File: config.mk
export PLATFORM = sky130hd
export DESIGN_NAME = page_word_pointer
export DESIGN_NICKNAME = d
export VERILOG_FILES = /design/src/rtl/page_word_pointer_pkg.sv /design/src/rtl/ptr_ctl.sv /design/src/rtl/ptr_datapath.sv /design/src/rtl/page_word_pointer.sv
export SDC_FILE = /design/constraint.sdc
export NUM_CORES = 1
export LEC_CHECK = 0
export BUFFER_PORTS_ARGS = -buffer_cell sky130_fd_sc_hd__buf_4
export CORE_UTILIZATION = 30
export DETAILED_ROUTE_END_ITERATION = 8
export GPL_TIMING_DRIVEN = 0
export SYNTH_ARGS = -nofsm -noshare
export SYNTH_HDL_FRONTEND = slang
export SYNTH_HIERARCHICAL = 1
export SYNTH_SLANG_ARGS = --single-unit
File: constraint.sdc
create_clock -name clk -period 1.3 [get_ports clk]
set_clock_uncertainty 0.15 [all_clocks]
set_input_delay 0.195 -clock clk [delete_from_list [all_inputs] [get_ports clk]]
set_output_delay 0.195 -clock clk [all_outputs]
set_load 0.005 [all_outputs]
File: src/rtl/page_word_pointer_pkg.sv
package page_word_pointer_pkg;

  // Strobes passed from the control decode to the address datapath
  typedef struct packed {
    logic load;      // take the external address
    logic step;      // advance by one byte
    logic pageWrap;  // advance only the in-page offset
  } ptrCtl_t;

endpackage

File: src/rtl/ptr_ctl.sv
module ptr_ctl
  import page_word_pointer_pkg::*;
(
  input  logic    loadEn,
  input  logic    stepEn,
  input  logic    writeMode,
  output ptrCtl_t ctl
);

  // A load overrides a step that arrives in the same cycle
  always_comb begin
    ctl.load     = loadEn;
    ctl.step     = stepEn & ~loadEn;
    ctl.pageWrap = writeMode;
  end

endmodule

File: src/rtl/ptr_datapath.sv
module ptr_datapath
  import page_word_pointer_pkg::*;
#(
  parameter int ADDR_W = 11,
  parameter int PAGE_W = 4
) (
  input  logic              clk,
  input  logic              rstN,
  input  ptrCtl_t           ctl,
  input  logic [ADDR_W-1:0] loadAddr,
  output logic [ADDR_W-1:0] addrQ
);

  logic [ADDR_W-1:0] linearInc;
  logic [ADDR_W-1:0] pageInc;
  logic [ADDR_W-1:0] nextAddr;

  assign linearInc = addrQ + ADDR_W'(1);

  generate
    if (PAGE_W == 0) begin : g_bytePage
      assign pageInc = addrQ;
    end else if (PAGE_W >= ADDR_W) begin : g_wholePage
      assign pageInc = linearInc;
    end else begin : g_splitPage
      logic [PAGE_W-1:0] offsetInc;
      assign offsetInc = addrQ[PAGE_W-1:0] + PAGE_W'(1);
      assign pageInc   = {addrQ[ADDR_W-1:PAGE_W], offsetInc};
    end
  endgenerate

  always_comb begin
    nextAddr = addrQ;
    if (ctl.load)      nextAddr = loadAddr;
    else if (ctl.step) nextAddr = ctl.pageWrap ? pageInc : linearInc;
  end

  always_ff @(posedge clk) begin
    if (!rstN) addrQ <= '0;
    else       addrQ <= nextAddr;
  end


  p_reset_zero_r1: assert property (@(posedge clk) !rstN |=> addrQ == '0);


  p_load_value_r2: assert property (@(posedge clk) disable iff (!rstN)
    ctl.load |=> addrQ == $past(loadAddr));


  p_read_step_r5: assert property (@(posedge clk) disable iff (!rstN)
    (ctl.step && !ctl.pageWrap) |=> addrQ == $past(addrQ) + ADDR_W'(1));


  p_hold_r7: assert property (@(posedge clk) disable iff (!rstN)
    (!ctl.load && !ctl.step) |=> $stable(addrQ));

  generate
    if (PAGE_W > 0 && PAGE_W < ADDR_W) begin : g_pageChk

      p_page_fixed_r3: assert property (@(posedge clk) disable iff (!rstN)
        (ctl.step && ctl.pageWrap) |=>
          addrQ[ADDR_W-1:PAGE_W] == $past(addrQ[ADDR_W-1:PAGE_W]));

      p_offset_step_r4: assert property (@(posedge clk) disable iff (!rstN)
        (ctl.step && ctl.pageWrap) |=>
          addrQ[PAGE_W-1:0] == $past(addrQ[PAGE_W-1:0]) + PAGE_W'(1));
    end
  endgenerate

endmodule

File: src/rtl/page_word_pointer.sv
module page_word_pointer
  import page_word_pointer_pkg::*;
#(
  parameter int ARRAY_DEPTH = 2048,
  parameter int PAGE_BYTES  = 16,
  parameter int WORD_W      = 8,
  localparam int ADDR_W     = $clog2(ARRAY_DEPTH),
  localparam int PAGE_W     = $clog2(PAGE_BYTES),
  localparam int SEL_W      = ADDR_W - WORD_W
) (
  input  logic              clk,
  input  logic              rstN,
  input  logic              loadEn,
  input  logic [SEL_W-1:0]  loadPage,
  input  logic [WORD_W-1:0] loadWord,
  input  logic              stepEn,
  input  logic              writeMode,
  output logic [ADDR_W-1:0] curAddr
);

  ptrCtl_t ctl;

  ptr_ctl u_ctl (
    .loadEn    (loadEn),
    .stepEn    (stepEn),
    .writeMode (writeMode),
    .ctl       (ctl)
  );

  ptr_datapath #(
    .ADDR_W (ADDR_W),
    .PAGE_W (PAGE_W)
  ) u_dp (
    .clk      (clk),
    .rstN     (rstN),
    .ctl      (ctl),
    .loadAddr ({loadPage, loadWord}),
    .addrQ    (curAddr)
  );

  // a load alongside a step yields exactly the loaded address
  p_load_wins_r8: assert property (@(posedge clk) disable iff (!rstN)
    (loadEn && stepEn) |=> curAddr == $past({loadPage, loadWord}));

endmodule

==> run_results.csv <==
group,metric,value,unit
run_status,outcome,"complete, but fails checks",
run_status,violations,"setup timing",
detailed_routing,antenna_left,0,
layout,top_regs,"u_dp/addrQ (11)",
layout,final_common_cell,"buf_4",
global_routing,grt_max_degree,11,
die,die_w,48.57,um
sta,fin_crit_sh,104.2,%
clock_tree,htree_levels,1,
die,fp.dieH,48.57,um
layout,finalNonFillerCells,134,
synthesis,yosys-top-cells-area,"dfxtp_1 (34%), xor2_1 (8.1%), o21ai_0 (6.2%)",
global_routing,grt_pass1_vias,577,
detailed_routing,post_drt_wl_per_cell,11.24,um
synthesis,yosysTopAreaCell,"dfxtp_1",
global_routing,grt_pass1_wl,2511,um
die,ios,27,
die,std_cell_rows,16,
synthesis,syn-cell-area,650.6,um2
setup_path,cp_max_fo,4,
layout,largest_reg_flops,11,
clock_tree,cts_tree,"yes",
setup_path,r2r_slack,-0.06,ns
placed_design,gp_congestion,0.7332,
setup_path,worstSetupStartpointType,"flop",
placed_design,dp_hpwl,1030,um
global_routing,grt.total_usage,14.14,%
clock_tree,cts_sinks,11,
detailed_routing,drtIter0Drc,17,
layout,n_antenna_cell,0,
synthesis,yosysTopAreaCellShare,33.85,%
min_path,hp-start,"rstN",
layout,largest_register,"u_dp/addrQ",
min_path,hold_class,"in2reg",
detailed_routing,routed_wl,1506,um
placed_design,place_area,895.9,um2
synthesis,yosysWarnings,6,
synthesis,ys_ff_latch,11,
global_routing,antenna_found_initial,0,
pwr,vdd_drop_max,0.4073,mV
pwr,powerDensity,796.2,nW/um2
detailed_routing,drt_first_pass_iters,4,
clock_tree,clockBufferDepth,2,
layout,fin_area,1022,um2
global_routing,overflow,0,
layout,drive_above_1_share,47.66,%
sta,hold_viol_final,0,
layout,syn_to_final_growth,57.12,%
sta,rsz0062_at_grt,"yes",
placed_design,place_ws,-0.1523,ns
sta,holdWs,0.03479,ns
sta,relSlewSlack,68.49,%
pwr,p_leak,0.4547,nW
die,initial_core_util,32.50,%
detailed_routing,via_per_inst,4.507,
clock_tree,insertion_delay,0.26,ns
die,dieArea,2359,um2
detailed_routing,vias,604,
sta,report.final.slew_viol_count,0,
clock_tree,cts_root_buffer,"clkbuf_4",
layout,fin_nets,125,
sta,tightest_slew,0.4726,ns
sta,finalSetupViolCount,2,
synthesis,synth.distinct_cells,26,
setup_path,arrival,1.34,ns
sta,fmax,737.9,MHz
setup_path,r2r-start,"u_dp/addrQ[0]",
clock_tree,numCtsBuffers,3,
synthesis,syn_inst,71,
synthesis,syn_area_per_cell,9.164,um2
detailed_routing,drc_errors,0,
placed_design,portBuffers,25,
setup_path,cp.required,1.29,ns
setup_path,crit_path_end_kind,"flop",
sta,layout_setup_ws,-0.05518,ns
flow_run,maxCapViolCount,0,
setup_path,crit_path_start,"u_dp/addrQ[0]",
setup_path,worstSetupPathType,"reg2reg",
sta,post-route-min-period,1.355,ns
clock_tree,clkSlewWorstSetupHoldPaths,0.07,ns
layout,most-common-layout-cells,"buf_4 (31), o21ai_0 (7), a21oi_1 (7), dfxtp_4 (7), xor2_1 (6)",
synthesis,syn_nets,88,
die,coreArea,2002,um2
placed_design,place_inst,123,
synthesis,ys_seq_area_share,33.85,%
==> cell families (layout without fill, tap and decap cells) <==
logic type	count (synthesis)	after routing	share of synthesized area (%)
muxes	1	1	1.539
buffers and inverters	8	44	6.921
xor gates and xnor gates	10	10	13.46
adders and majority gates	1	1	1.923
AOI/OAI and AO/OA	18	18	16.15
DFF	11	11	33.85
and+or+nand+nor	22	22	26.15
==> layout make-up <==
type                    instances  area, um2
inverters                       2      7.507
clock buffers                   4      26.28
well taps                      27      33.78
repair buffers                 32      247.7
multi-input cells              52      422.9
plain buffers                   6      37.54
flip-flops and latches         11      246.5
fillers                       195      979.7
==> per-layer routing <==
| metal | vias to the layer above | global-route usage (%) | wire length, um |
|---|---|---|---|
| met5 | - | 0 | 0 |
| met4 | 0 | 8.824 | 0 |
| met3 | 0 | 2.201 | 51 |
| met2 | 14 | 23.24 | 712 |
| met1 | 269 | 17.21 | 742 |
| li1 | 321 | - | - |
==> critical path, cell delays in order (launching register included) <==
cell and delay, ns:
dfxtp_4 0.37, ha_4 0.13, and4_4 0.21, nand4_1 0.13
xor2_1 0.16, a21oi_1 0.08
==> path summary, 6_finish.rpt <==
| path | to | cells after the start |
|---|---|---|
| worst max-delay path | u_dp/addrQ[10] | 5 |
| worst min-delay path | u_dp/addrQ[7] | 3 |
| worst max register to register | u_dp/addrQ[10] | 5 |
| worst min register to register | u_dp/addrQ[10] | 2 |
==> metrics by stage <==
step,util (%),total power [mW],TNS [ns]
after detailed placement,44.75,0.5657,-0.8919
after floorplan,-,0.4793,-0.01107
final,51.06,0.8139,-0.05962
after CTS,49.88,0.8270,-0.06735
after global placement,44.75,0.5630,-0.8722
after global routing,51.06,0.8713,-0.3767
==> repair_timing <==
item / 4_1_cts / 5_1_grt
pin swaps: 4 / 4
endpoints found under the setup margin: 6 / 7
gates resized for setup: 9 / 4
hold buffers: 3 / 0
hold endpoints to repair: 3 / 0
gates cloned: 0 / 0
setup buffers: 3 / 1
==> report_power, final <==
part           leakage, nW  total, mW  switching (mW)  internal (mW)
clock               0.0150      0.236           0.117          0.119
sequential          0.0957      0.392          0.0333          0.358
combinational        0.344      0.186          0.0703          0.116
==> synth_stat cells <==
cell,instances
a21oi_1,7
and2_1,2
and4_2,1
and4b_1,1
buf_4,2
buf_6,1
clkbuf_1,3
clkinv_1,1
dfxtp_1,11
ha_1,1
inv_1,1
mux2i_1,1
nand2_1,6
nand3_1,2
nand3_2,1
nand4_1,3
nand4b_2,1
nor2b_1,1
nor2b_4,1
nor3_1,1
nor4_2,1
nor4b_4,1
o211a_1,3
o21ai_0,8
xnor2_1,4
xor2_1,6
(Power assumes the default switching activity.)
